[config.mk]
export PLATFORM = sky130hd
export DESIGN_NAME = flash_byte_engine
export DESIGN_NICKNAME = d
export VERILOG_FILES = /design/src/rtl/fbe_pkg.sv /design/src/rtl/fbe_regs.sv /design/src/rtl/fbe_ctrl.sv /design/src/rtl/fbe_dp.sv /design/src/rtl/flash_byte_engine.sv
export SDC_FILE = /design/constraint.sdc
export NUM_CORES = 1
export LEC_CHECK = 0
export BUFFER_PORTS_ARGS = -buffer_cell sky130_fd_sc_hd__buf_2
export CAP_MARGIN = 10
export CORE_MARGIN = 10
export CORE_UTILIZATION = 40
export DETAILED_ROUTE_END_ITERATION = 12
export GPL_ROUTABILITY_DRIVEN = 0
export SLEW_MARGIN = 20
export SYNTH_ARGS = -nofsm -noshare
export SYNTH_HDL_FRONTEND = slang
export SYNTH_SLANG_ARGS = --single-unit
[constraint.sdc]
create_clock -name clk -period 4.6 [get_ports clk]
set_input_delay 0.23 -clock clk [delete_from_list [all_inputs] [get_ports clk]]
set_output_delay 0.23 -clock clk [all_outputs]
set_load 0.03 [all_outputs]
[src/rtl/fbe_pkg.sv]
package fbe_pkg;

  typedef enum logic [1:0] {
    LANE_X1 = 2'd0,
    LANE_X2 = 2'd1,
    LANE_X4 = 2'd2
  } lane_e;

  typedef enum logic [2:0] {
    FLD_WREN,
    FLD_PROG,
    FLD_RD_STD,
    FLD_RD_FAST,
    FLD_RD_QUAD,
    FLD_ADDR,
    FLD_WDATA
  } fld_e;

  typedef struct packed {
    logic  load;
    fld_e  fld;
    lane_e lane;
    logic  drive;
    logic  capture;
    logic  clkRun;
    logic  select;
    logic  finish;
  } strobe_t;

  localparam logic [7:0] CMD_BYTE_RD = 8'h81;
  localparam logic [7:0] CMD_BYTE_WR = 8'h90;

  localparam logic [7:0] OP_WREN = 8'h06;
  localparam logic [7:0] OP_PROG = 8'h02;
  localparam logic [7:0] OP_READ = 8'h03;

  localparam logic [7:0] OFF_CMD    = 8'h00;
  localparam logic [7:0] OFF_RDDATA = 8'h0c;
  localparam logic [7:0] OFF_WRDATA = 8'h1c;
  localparam logic [7:0] OFF_OPFAST = 8'h2c;
  localparam logic [7:0] OFF_OPQUAD = 8'h30;
  localparam logic [7:0] OFF_ADDR0  = 8'h40;
  localparam logic [7:0] OFF_RDCFG  = 8'h64;
  localparam logic [7:0] OFF_LANE   = 8'hcc;

endpackage

[src/rtl/fbe_regs.sv]
module fbe_regs
  import fbe_pkg::*;
#(
  parameter int AddrBytes = 3
) (
  input  logic        clk,
  input  logic        rstN,
  input  logic        regWr,
  input  logic [7:0]  regAddr,
  input  logic [7:0]  regWdata,
  output logic [7:0]  regRdata,
  input  logic        finish,
  input  logic [7:0]  rxByte,
  output logic        goRd,
  output logic        goWr,
  output logic        isRead,
  output logic [3:0]  laneCfg,
  output logic        fastEn,
  output logic [7:0]  opcFast,
  output logic [7:0]  opcQuad,
  output logic [7:0]  wrByte,
  output logic [31:0] addrQ
);

  logic [7:0] cmdQ, rdDataQ, wrByteQ, opcFastQ, opcQuadQ, rdCfgQ;
  logic [3:0] laneQ;
  logic       busy, wrOpen;

  assign busy   = (cmdQ != 8'h00);
  assign wrOpen = regWr && !busy;
  assign goRd   = wrOpen && regAddr == OFF_CMD && regWdata == CMD_BYTE_RD;
  assign goWr   = wrOpen && regAddr == OFF_CMD && regWdata == CMD_BYTE_WR;
  assign isRead = (cmdQ == CMD_BYTE_RD);

  assign laneCfg = laneQ;
  assign fastEn  = rdCfgQ[0];
  assign opcFast = opcFastQ;
  assign opcQuad = opcQuadQ;
  assign wrByte  = wrByteQ;

  always_ff @(posedge clk or negedge rstN) begin
    if (!rstN) begin
      cmdQ     <= 8'h00;
      rdDataQ  <= 8'h00;
      wrByteQ  <= 8'h00;
      opcFastQ <= 8'h0B;
      opcQuadQ <= 8'h6B;
      rdCfgQ   <= 8'h00;
      laneQ    <= 4'h0;
      addrQ    <= 32'h0;
    end else if (finish) begin
      cmdQ  <= 8'h00;
      addrQ <= addrQ + 32'd1;
      if (isRead) rdDataQ <= rxByte;
    end else if (wrOpen) begin
      if (goRd || goWr) cmdQ <= regWdata;
      if (regAddr == OFF_WRDATA) wrByteQ  <= regWdata;
      if (regAddr == OFF_OPFAST) opcFastQ <= regWdata;
      if (regAddr == OFF_OPQUAD) opcQuadQ <= regWdata;
      if (regAddr == OFF_RDCFG)  rdCfgQ   <= regWdata;
      if (regAddr == OFF_LANE)   laneQ    <= regWdata[3:0];
      for (int i = 0; i < 4; i++) begin
        if (regAddr == OFF_ADDR0 + 8'(i)) addrQ[8*i +: 8] <= regWdata;
      end
    end
  end

  always_comb begin
    regRdata = 8'h00;
    case (regAddr)
      OFF_CMD:    regRdata = cmdQ;
      OFF_RDDATA: regRdata = rdDataQ;
      OFF_WRDATA: regRdata = wrByteQ;
      OFF_OPFAST: regRdata = opcFastQ;
      OFF_OPQUAD: regRdata = opcQuadQ;
      OFF_RDCFG:  regRdata = rdCfgQ;
      OFF_LANE:   regRdata = {4'h0, laneQ};
      default: begin
        for (int i = 0; i < 4; i++) begin
          if (regAddr == OFF_ADDR0 + 8'(i)) regRdata = addrQ[8*i +: 8];
        end
      end
    endcase
  end


  cmd_clears_chk: assert property (@(posedge clk) disable iff (!rstN)
    finish |=> cmdQ == 8'h00);


  addr_step_chk: assert property (@(posedge clk) disable iff (!rstN)
    finish |=> addrQ == $past(addrQ) + 32'd1);


  busy_write_ignored_chk: assert property (@(posedge clk) disable iff (!rstN)
    (regWr && busy && !finish) |=> $stable(laneQ) && $stable(wrByteQ) && $stable(rdCfgQ));

endmodule

[src/rtl/fbe_ctrl.sv]
module fbe_ctrl
  import fbe_pkg::*;
#(
  parameter int AddrBytes = 3,
  parameter int HalfDiv   = 1
) (
  input  logic       clk,
  input  logic       rstN,
  input  logic       goRd,
  input  logic       goWr,
  input  logic       isRead,
  input  logic [3:0] laneCfg,
  input  logic       fastEn,
  input  logic       fallStb,
  output strobe_t    strb
);

  localparam int AddrBits  = AddrBytes * 8;
  localparam int CntW      = $clog2(AddrBits + 1);
  localparam int GapCycles = 2 * HalfDiv;
  localparam int GapW      = $clog2(GapCycles + 1);

  typedef enum logic [3:0] {
    S_IDLE, S_WREN, S_GAP, S_OPC, S_ADR, S_DUM, S_DAT, S_WDT, S_DONE
  } st_e;

  st_e             state, nextState;
  logic [CntW-1:0] clkCnt, need;
  logic [GapW-1:0] gapCnt;
  logic            quadRd, dualRd, dummyOn, phaseEnd, loadNow;
  lane_e           dataLane, addrLane, phaseLane;
  fld_e            rdFld, fldNow;

  // mode decode
  assign quadRd  = laneCfg[2];
  assign dualRd  = laneCfg[0] && !laneCfg[2];
  assign dummyOn = quadRd || dualRd || fastEn;

  always_comb begin
    dataLane = quadRd ? LANE_X4 : (dualRd ? LANE_X2 : LANE_X1);
    if (quadRd && laneCfg[3])      addrLane = LANE_X4;
    else if (dualRd && laneCfg[1]) addrLane = LANE_X2;
    else                           addrLane = LANE_X1;
    if (quadRd)                    rdFld = FLD_RD_QUAD;
    else if (dualRd || fastEn)     rdFld = FLD_RD_FAST;
    else                           rdFld = FLD_RD_STD;
  end

  always_comb begin
    case (state)
      S_ADR:        phaseLane = isRead ? addrLane : LANE_X1;
      S_DUM, S_DAT: phaseLane = dataLane;
      default:      phaseLane = LANE_X1;
    endcase
    case (state)
      S_ADR:   need = CntW'(AddrBits) >> phaseLane;
      S_DAT:   need = CntW'(8) >> phaseLane;
      default: need = CntW'(8);
    endcase
  end

  assign phaseEnd = fallStb && (clkCnt == need - CntW'(1));

  always_comb begin
    nextState = state;
    loadNow   = 1'b0;
    fldNow    = FLD_ADDR;
    case (state)
      S_IDLE: begin
        if (goWr) begin
          nextState = S_WREN; loadNow = 1'b1; fldNow = FLD_WREN;
        end else if (goRd) begin
          nextState = S_OPC;  loadNow = 1'b1; fldNow = rdFld;
        end
      end
      S_WREN: if (phaseEnd) nextState = S_GAP;
      S_GAP: begin
        if (gapCnt == GapW'(GapCycles - 1)) begin
          nextState = S_OPC; loadNow = 1'b1; fldNow = FLD_PROG;
        end
      end
      S_OPC: begin
        if (phaseEnd) begin
          nextState = S_ADR; loadNow = 1'b1; fldNow = FLD_ADDR;
        end
      end
      S_ADR: begin
        if (phaseEnd) begin
          if (!isRead) begin
            nextState = S_WDT; loadNow = 1'b1; fldNow = FLD_WDATA;
          end else begin
            nextState = dummyOn ? S_DUM : S_DAT;
          end
        end
      end
      S_DUM:   if (phaseEnd) nextState = S_DAT;
      S_DAT:   if (phaseEnd) nextState = S_DONE;
      S_WDT:   if (phaseEnd) nextState = S_DONE;
      S_DONE:  nextState = S_IDLE;
      default: nextState = S_IDLE;
    endcase
  end

  always_ff @(posedge clk or negedge rstN) begin
    if (!rstN) begin
      state  <= S_IDLE;
      clkCnt <= '0;
      gapCnt <= '0;
    end else begin
      state <= nextState;
      if (nextState != state) clkCnt <= '0;
      else if (fallStb)       clkCnt <= clkCnt + CntW'(1);
      if (state == S_GAP && nextState == S_GAP) gapCnt <= gapCnt + GapW'(1);
      else                                      gapCnt <= '0;
    end
  end

  always_comb begin
    strb         = '0;
    strb.load    = loadNow;
    strb.fld     = fldNow;
    strb.lane    = phaseLane;
    strb.drive   = (state == S_WREN) || (state == S_OPC) || (state == S_ADR) || (state == S_WDT);
    strb.capture = (state == S_DAT);
    strb.select  = strb.drive || (state == S_DUM) || (state == S_DAT);
    strb.clkRun  = strb.select;
    strb.finish  = (state == S_DONE);
  end


  start_only_idle_chk: assert property (@(posedge clk) disable iff (!rstN)
    (goRd || goWr) |-> state == S_IDLE);


  gap_deselect_chk: assert property (@(posedge clk) disable iff (!rstN)
    (state == S_WREN && phaseEnd) |=> !strb.select);

endmodule

[src/rtl/fbe_dp.sv]
module fbe_dp
  import fbe_pkg::*;
#(
  parameter int AddrBytes = 3,
  parameter int HalfDiv   = 1
) (
  input  logic        clk,
  input  logic        rstN,
  input  strobe_t     strb,
  input  logic [7:0]  opcFast,
  input  logic [7:0]  opcQuad,
  input  logic [7:0]  wrByte,
  input  logic [31:0] addrQ,
  input  logic [3:0]  ioIn,
  output logic        sclk,
  output logic        csN,
  output logic [3:0]  ioOut,
  output logic [3:0]  ioOe,
  output logic [7:0]  rxByte,
  output logic        fallStb
);

  localparam int AddrBits = AddrBytes * 8;
  localparam int AddrPad  = 32 - AddrBits;
  localparam int DivW     = (HalfDiv > 1) ? $clog2(HalfDiv) : 1;

  logic [DivW-1:0] divCnt;
  logic            sclkQ, divWrap;
  logic [31:0]     shReg;
  logic [7:0]      rxQ;

  assign divWrap = (divCnt == DivW'(HalfDiv - 1));
  assign fallStb = strb.clkRun && divWrap && sclkQ;
  assign sclk    = sclkQ;
  assign csN     = !strb.select;
  assign rxByte  = rxQ;

  always_ff @(posedge clk or negedge rstN) begin
    if (!rstN) begin
      divCnt <= '0;
      sclkQ  <= 1'b0;
    end else if (!strb.clkRun) begin
      divCnt <= '0;
      sclkQ  <= 1'b0;
    end else if (divWrap) begin
      divCnt <= '0;
      sclkQ  <= !sclkQ;
    end else begin
      divCnt <= divCnt + DivW'(1);
    end
  end

  always_ff @(posedge clk or negedge rstN) begin
    if (!rstN) begin
      shReg <= '0;
    end else if (strb.load) begin
      case (strb.fld)
        FLD_WREN:    shReg <= {OP_WREN, 24'h0};
        FLD_PROG:    shReg <= {OP_PROG, 24'h0};
        FLD_RD_STD:  shReg <= {OP_READ, 24'h0};
        FLD_RD_FAST: shReg <= {opcFast, 24'h0};
        FLD_RD_QUAD: shReg <= {opcQuad, 24'h0};
        FLD_WDATA:   shReg <= {wrByte, 24'h0};
        default:     shReg <= addrQ << AddrPad;
      endcase
    end else if (fallStb && strb.drive) begin
      case (strb.lane)
        LANE_X2: shReg <= shReg << 2;
        LANE_X4: shReg <= shReg << 4;
        default: shReg <= shReg << 1;
      endcase
    end
  end

  always_ff @(posedge clk or negedge rstN) begin
    if (!rstN) begin
      rxQ <= '0;
    end else if (fallStb && strb.capture) begin
      case (strb.lane)
        LANE_X2: rxQ <= {rxQ[5:0], ioIn[1], ioIn[0]};
        LANE_X4: rxQ <= {rxQ[3:0], ioIn[3:0]};
        default: rxQ <= {rxQ[6:0], ioIn[1]};
      endcase
    end
  end

  always_comb begin
    case (strb.lane)
      LANE_X2: begin ioOut = {2'b00, shReg[31:30]}; ioOe = 4'b0011; end
      LANE_X4: begin ioOut = shReg[31:28];          ioOe = 4'b1111; end
      default: begin ioOut = {3'b000, shReg[31]};   ioOe = 4'b0001; end
    endcase
    if (!strb.drive) ioOe = 4'b0000;
  end


  released_on_capture_chk: assert property (@(posedge clk) disable iff (!rstN)
    strb.capture |-> ioOe == 4'b0000);


  clock_idle_low_chk: assert property (@(posedge clk) disable iff (!rstN)
    csN |=> !sclkQ);


  high_phase_len_chk: assert property (@(posedge clk) disable iff (!rstN)
    $rose(sclkQ) |-> strb.clkRun);

endmodule

[src/rtl/flash_byte_engine.sv]
module flash_byte_engine
  import fbe_pkg::*;
#(
  parameter int AddrBytes = 3,
  parameter int HalfDiv   = 1
) (
  input  logic       clk,
  input  logic       rstN,
  input  logic       regWr,
  input  logic [7:0] regAddr,
  input  logic [7:0] regWdata,
  output logic [7:0] regRdata,
  output logic       sclk,
  output logic       csN,
  output logic [3:0] ioOut,
  output logic [3:0] ioOe,
  input  logic [3:0] ioIn
);

  strobe_t     strb;
  logic        goRd, goWr, isRead, fastEn, fallStb;
  logic [3:0]  laneCfg;
  logic [7:0]  opcFast, opcQuad, wrByte, rxByte;
  logic [31:0] addrQ;

  fbe_regs #(.AddrBytes(AddrBytes)) u_regs (
    .clk(clk), .rstN(rstN), .regWr(regWr), .regAddr(regAddr),
    .regWdata(regWdata), .regRdata(regRdata), .finish(strb.finish),
    .rxByte(rxByte), .goRd(goRd), .goWr(goWr), .isRead(isRead),
    .laneCfg(laneCfg), .fastEn(fastEn), .opcFast(opcFast),
    .opcQuad(opcQuad), .wrByte(wrByte), .addrQ(addrQ)
  );

  fbe_ctrl #(.AddrBytes(AddrBytes), .HalfDiv(HalfDiv)) u_ctrl (
    .clk(clk), .rstN(rstN), .goRd(goRd), .goWr(goWr), .isRead(isRead),
    .laneCfg(laneCfg), .fastEn(fastEn), .fallStb(fallStb), .strb(strb)
  );

  fbe_dp #(.AddrBytes(AddrBytes), .HalfDiv(HalfDiv)) u_dp (
    .clk(clk), .rstN(rstN), .strb(strb), .opcFast(opcFast),
    .opcQuad(opcQuad), .wrByte(wrByte), .addrQ(addrQ), .ioIn(ioIn),
    .sclk(sclk), .csN(csN), .ioOut(ioOut), .ioOe(ioOe),
    .rxByte(rxByte), .fallStb(fallStb)
  );

endmodule

* Yosys cells after proc, flatten, opt, wreduce, memory -nomap -nowiden *
Cells that the tools add are included.

word-level totals
  word-level logic and storage cells = 173
  memory bits (writable) = 0
  bits of input ports = 23
  flip-flop bits (word level) = 137
  output and inout bits = 18
  memory bits (read-only) = 0
  memories kept = 0
  latch bits = 0

cells by class
  shift operators = 2
  bitwise logic cells = 2
  reductions and logical operators = 51
  muxes and demuxes = 62
  multiply operators = 0
  add/sub/neg operators = 5
  $lt $le $gt $ge = 0
  div/mod/pow operators = 0
  eq/ne operators = 33

operators with widths
  kind                   count
  $pmux 32 s6            1
  $mux 32                4
  $mux 8                 11
  $pmux 32 s2            1
  $pmux 8 s7             1
  $eq 8x7->1 const B     5
  $mux 4                 10
  $add 32x1->32 const B  1
  $eq 8x8->1 const B     4
  $pmux 4 s7             1
  $eq 4x3->1 const B     4
  $eq 8x6->1 const B     2
  $pmux 4 s2             2
  $pmux 8 s2             1
  $reduce_bool 2->1      8
  $mux 3                 5
  $reduce_and 3->1       5
  $logic_and 1x1->1      13
  $mux 1                 13
  $eq 4x2->1 const B     3
  $mux 2                 6
  $reduce_and 2->1       6
  $mux 5                 2
  $pmux 5 s2             1
  29 further kinds       45

* Logic depth before layout (Yosys ltp) *
  depth in word-level cells = 17
  mapped depth = 18
  mapped depth without buffers = 17

* Cells and area by module *
From an unflattened synthesis, not the netlist that was laid out.

unflattened totals
  cells, all modules = 872
  area total of the unflattened synthesis = 8204.1 µm²

modules (own cells, without submodules)
  module    seq. area each (µm²)  area each (µm²)  instances  cells each
  fbe_regs  2112.0                4863.4           1          462
  fbe_dp    825.8                 2338.5           1          286
  fbe_ctrl  275.3                 1002.2           1          124

* Worst setup path before layout *
Ideal clock, no wire load.

  kind = register to register
  start = register u_regs.cmdQ[1]
  end = register u_dp.shReg[24]
  clock period less this slack = 4028 ps
  setup time = 122 ps
  buffers on the path = 1
  stages on the path, launching flop included = 18
  slack = 572 ps
  data required time = 4478 ps
  arrival = 3907 ps
  cell sequence = dfrtp_1 -> or4_4 -> nor2_1 -> a32oi_1 -> nor2_1 -> ha_1 -> and4bb_2 -> inv_1 -> ha_1 -> xor2_1 -> nand3_1 -> nor3b_1 -> mux2i_1 -> nor4_2 -> buf_6 -> nand2_1 -> o22a_1 -> a32o_1

between the ends
  word-level cells in the longest chain between the ends = 13
  elaborated cells between the ends (all ways) = 39
  classes of those cells = add/sub: 1; eq/ne: 9; shift: 2; mux: 18; reduce/logical: 9

RTL lines
  what                                        RTL line                        RTL
  start, declared                             fbe_regs.sv:25                  logic [7:0] cmdQ, rdDataQ, wrByteQ, opcFastQ, opcQuadQ, rdCfgQ;
  start signal, assigned                      fbe_regs.sv:56                  if (goRd || goWr) cmdQ <= regWdata;
  $eq 8x8->1                                  fbe_regs.sv:33                  assign isRead = (cmdQ == CMD_BYTE_RD);
  $mux 2                                      fbe_ctrl.sv:51                  S_ADR: phaseLane = isRead ? addrLane : LANE_X1;
  $pmux 2 s2                                  fbe_ctrl.sv:50                  case (state)
  $shr 4x2->5 or $shr 5x2->5 (tied branches)  fbe_ctrl.sv:57, fbe_ctrl.sv:56
  $pmux 5 s2                                  fbe_ctrl.sv:55                  case (state)
  $sub 5x1->5                                 fbe_ctrl.sv:62                  assign phaseEnd = fallStb && (clkCnt == need - CntW'(1));
  $eq 5x5->1                                  fbe_ctrl.sv:62
  $logic_and 1x1->1                           fbe_ctrl.sv:62
  $mux 3                                      fbe_ctrl.sv:88                  if (phaseEnd) begin
  $pmux 3 s3                                  fbe_ctrl.sv:68                  case (state)
  $eq 3x3->1 (tied with other cells)          fbe_dp.sv:57                    case (strb.fld)
  $pmux 32 s6                                 fbe_dp.sv:57
  $mux 32                                     fbe_dp.sv:56                    end else if (strb.load) begin
  end signal, assigned                        fbe_dp.sv:58                    FLD_WREN: shReg <= {OP_WREN, 24'h0};
  end signal, assigned                        fbe_dp.sv:59                    FLD_PROG: shReg <= {OP_PROG, 24'h0};
  end signal, assigned                        fbe_dp.sv:60                    FLD_RD_STD: shReg <= {OP_READ, 24'h0};
  end, declared                               fbe_dp.sv:29                    logic [31:0] shReg;

Parallel ways exist; a longest one is shown, timed or not. The select of a mux whose other input is x is not followed.
A chain may end at the register's enable or synchronous reset.

* Final worst setup path *
  start = register u_regs.cmdQ[1]
  end = register u_dp.shReg[27]

Same word-level chain as after synthesis.

==> results.cfg <==
[status]
status = complete, no violations

[cells_and_area]
drive_above_1_share = 0.208
fillers = 1922
fin_area_mm2 = 0.00910
syn_to_final_growth_pct = 12.8
n_antenna_cell = 0
stdcell_count = 1187
nNetsFinal = 939

[worst_hold_path]
hp-class = input port to register

[clocking]
path_clk_slew_ps = 60
cts_buffers = 17
clockRootBuffer = clkbuf_16
insertion_delay_ps = 430
htreeDepth = 4
cts_sinks = 128
cts_tree = done
cts.path.max_buffers = 2

[logic_synthesis]
synth-seq-cells = 128
yosys.cell_types.count = 67
synthCells = 896
syn_avg_cell_area_um2 = 9.00
synth_edf_count = 0
seq_area_frac_synth = 0.398
ys_warn_count = 0
synth_area_mm2 = 0.00807
synth_nets = 926
ys.flop_type = dfrtp_1
async_flop_share = 1.00

[placement]
dpl-instance-area_mm2 = 0.00847
dp.cells = 1154
hpwl_um = 17700
place_ws_ps = 305
port_buffers = 40

[timing]
finalClockSkew_ps = 8.98
max_freq_mhz = 231
period_share = 0.939
finalCriticalPeriod_ps = 4320
setup_ws_ps = 280
drv_slew = 0
setup_viol = 0
hold_ws_ps = 105
rsz0062_at_grt = no
tns_ps = 0
tightest_slew_ps = 1010
relSlewSlack = 0.323
hold_violations = 0

[power_and_ir_drop]
vdd_drop_max_mv = 0.259
p_comb_frac = 0.064
power-per-cell-area_mw_per_mm2 = 311
p_clk_frac = 0.497
intPower_mw = 2.11
swShare = 0.256
switching_power_mw = 0.724
leakage_nw = 3.79
p_seq_frac = 0.439

[die]
rows = 51
die_w_um = 162
pin_count = 41
core_area_mm2 = 0.0197
initial_core_util = 0.410
die_h_um = 162
die_area_mm2 = 0.0262

[critical_path]
path_cells = or4_4, nor2_1, a32oi_1, nor2_1, ha_1, and4bb_2, inv_1, ha_1, xor2_1, nand3_1, nor3b_1, mux2i_1, nor4_2, buf_4, a21oi_1, buf_4, and2_1, a32o_1
crit_slowest_cell = or4_4
crit_required_ps = 4910
crit_path_start_kind = register
cp_max_fo = 22
critPathCaptureType = register
cpLargestDelayFamily = simple AND/OR/NAND/NOR gates
critPathBufInv = 3
critPathKind = register to register
crit_arrival_ps = 4630
cpPeakStageDelay_ps = 580

[drt]
drc = 0
routed_wirelength_um = 25100
avgRoutedWirePerCell_um = 21.1
vias_per_cell = 6.12
drt_iter0_markers = 871
vias = 7259
first_pass_iters = 6
antenna_left = 0

[global_routing]
overflow = 0
antenna_found_initial = 0
grt_max_degree = 95
grt_pass1_wl_um = 40000
groute.usage.overall = 0.191
grt_pass1_vias = 6808

[flow_run]
cap_violations = 0
==> registers in the layout, indices dropped and copies added (netlist names), 5 cells and up <==
name,cells
u_dp.shReg,24
u_regs.wrByte,8
u_regs.opcFast,8
u_regs.opcQuad,8
u_regs.rdCfgQ,8
u_regs.cmdQ,8
u_regs.addrQ,32
u_ctrl.clkCnt,5
u_regs.rdDataQ,8
u_dp.rxByte,8
==> repair_timing <==
item	in CTS	in global routing
setup buffers	0	0
gates resized for setup	0	1
hold buffers	1	0
hold endpoints to repair	93	0
setup endpoints to repair	0	3
==> stage by stage <==
stage | power (mW) | utilization
floorplan | 1.34 | -
CTS | 2.85 | 0.463
global placement | 1.44 | 0.431
finish | 2.83 | 0.463
global route | 2.92 | 0.463
detailed placement | 1.44 | 0.431
==> layer usage <==
layer	vias to the layer above	global-route usage	share of wire
met3	39	0.0361	0.073
li1	3365	-	-
met1	3552	0.276	0.47
met5	-	0	0
met2	303	0.278	0.44
met4	0	0.0616	0.020
==> Yosys cell counts (4+ instances only) <==
master	instances	share of area
a211o_1	8	0.0087
a211oi_1	6	0.0056
a21oi_1	60	0.037
a222oi_1	8	0.0099
a22o_1	19	0.021
a22oi_1	39	0.036
a31oi_1	6	0.0047
a32o_1	6	0.0074
a32oi_1	4	0.0043
and2_1	14	0.011
and3_1	14	0.011
buf_1	4	0.0019
clkbuf_1	53	0.025
dfrtp_1	120	0.37
dfstp_2	8	0.026
ha_1	7	0.011
inv_1	18	0.0084
mux2_2	49	0.068
mux2i_1	16	0.020
mux4_2	8	0.022
nand2_1	90	0.042
nand2b_1	8	0.0062
nand3_1	27	0.017
nand4_1	16	0.012
nor2_1	97	0.045
nor2b_1	7	0.0054
nor3_1	17	0.011
nor3b_1	8	0.0074
nor4_1	6	0.0047
o211ai_1	4	0.0037
o21a_1	4	0.0037
o21ai_0	55	0.034
o221a_2	10	0.014
o22ai_1	8	0.0062
or2_2	7	0.0054
or4_1	5	0.0047
xnor2_1	7	0.0076
xor2_1	4	0.0043
==> tightest hold or removal path, delay by kind of cell <==
family | cells | cell delay [ps]
buf+inv | 1 | 80
compound gates | 2 | 180
==> cell type report <==
cell class | instances | area, µm² | share of cell area
inverter | 18 | 67.6 | 0.00743
multi-input combinational | 687 | 4540 | 0.499
clock buffer | 17 | 425 | 0.0468
timing repair buffer | 57 | 337 | 0.0370
tap | 265 | 332 | 0.0365
sequential | 128 | 3210 | 0.353
clock inverter | 15 | 184 | 0.0202
==> kinds of logic (layout without fill, tap and decap cells) <==
family	Yosys count	count (layout)	share of synthesized area
buffers and inverters	81	107	0.0403
xor gates and xnor gates	11	11	0.0119
AOI/OAI and AO/OA	253	253	0.213
adders and majority gates	7	7	0.0109
and+or+nand+nor	343	343	0.215
DFF	128	128	0.398
muxes	73	73	0.111
==> final timing paths <==
kind / slack (ps) / depth (start not counted) / start / to
min in group asynchronous: 450 / 2 / rstN / u_ctrl.clkCnt[3]
setup reg to reg: 280 / 18 / u_regs.cmdQ[1] / u_dp.shReg[27]
hold / removal: 100 / 3 / ioIn[0] / u_dp.rxByte[0]
setup / recovery: 280 / 18 / u_regs.cmdQ[1] / u_dp.shReg[27]
hold reg to reg: 460 / 1 / u_ctrl.gapCnt[0] / u_ctrl.gapCnt[0]
max in group asynchronous: 3110 / 3 / rstN / u_regs.opcFast[1]
==> power by group through the flow <==
stage	sequential, mW	clock [mW]	combinational, mW
3_3_place_gp	1.26	0	0.178
2_1_floorplan	1.23	0	0.114
4_1_cts	1.24	1.43	0.181
6_report	1.24	1.41	0.181
5_1_grt	1.25	1.47	0.197
3_5_place_dp	1.26	0	0.179
==> cells in the final DEF (no fill, tap or decap), types with 16 or more instances in the layout <==
master     count
clkbuf_16     17
a21oi_1       60
inv_1         18
a22oi_1       39
buf_4         16
nor2_1        97
mux2i_1       16
nand3_1       27
dfrtp_1      120
buf_2         39
nand2_1       90
nor3_1        16
o21ai_0       55
nand4_1       16
a22o_1        19
mux2_2        49
No activity file was read; power rests on OpenSTA's default activity.
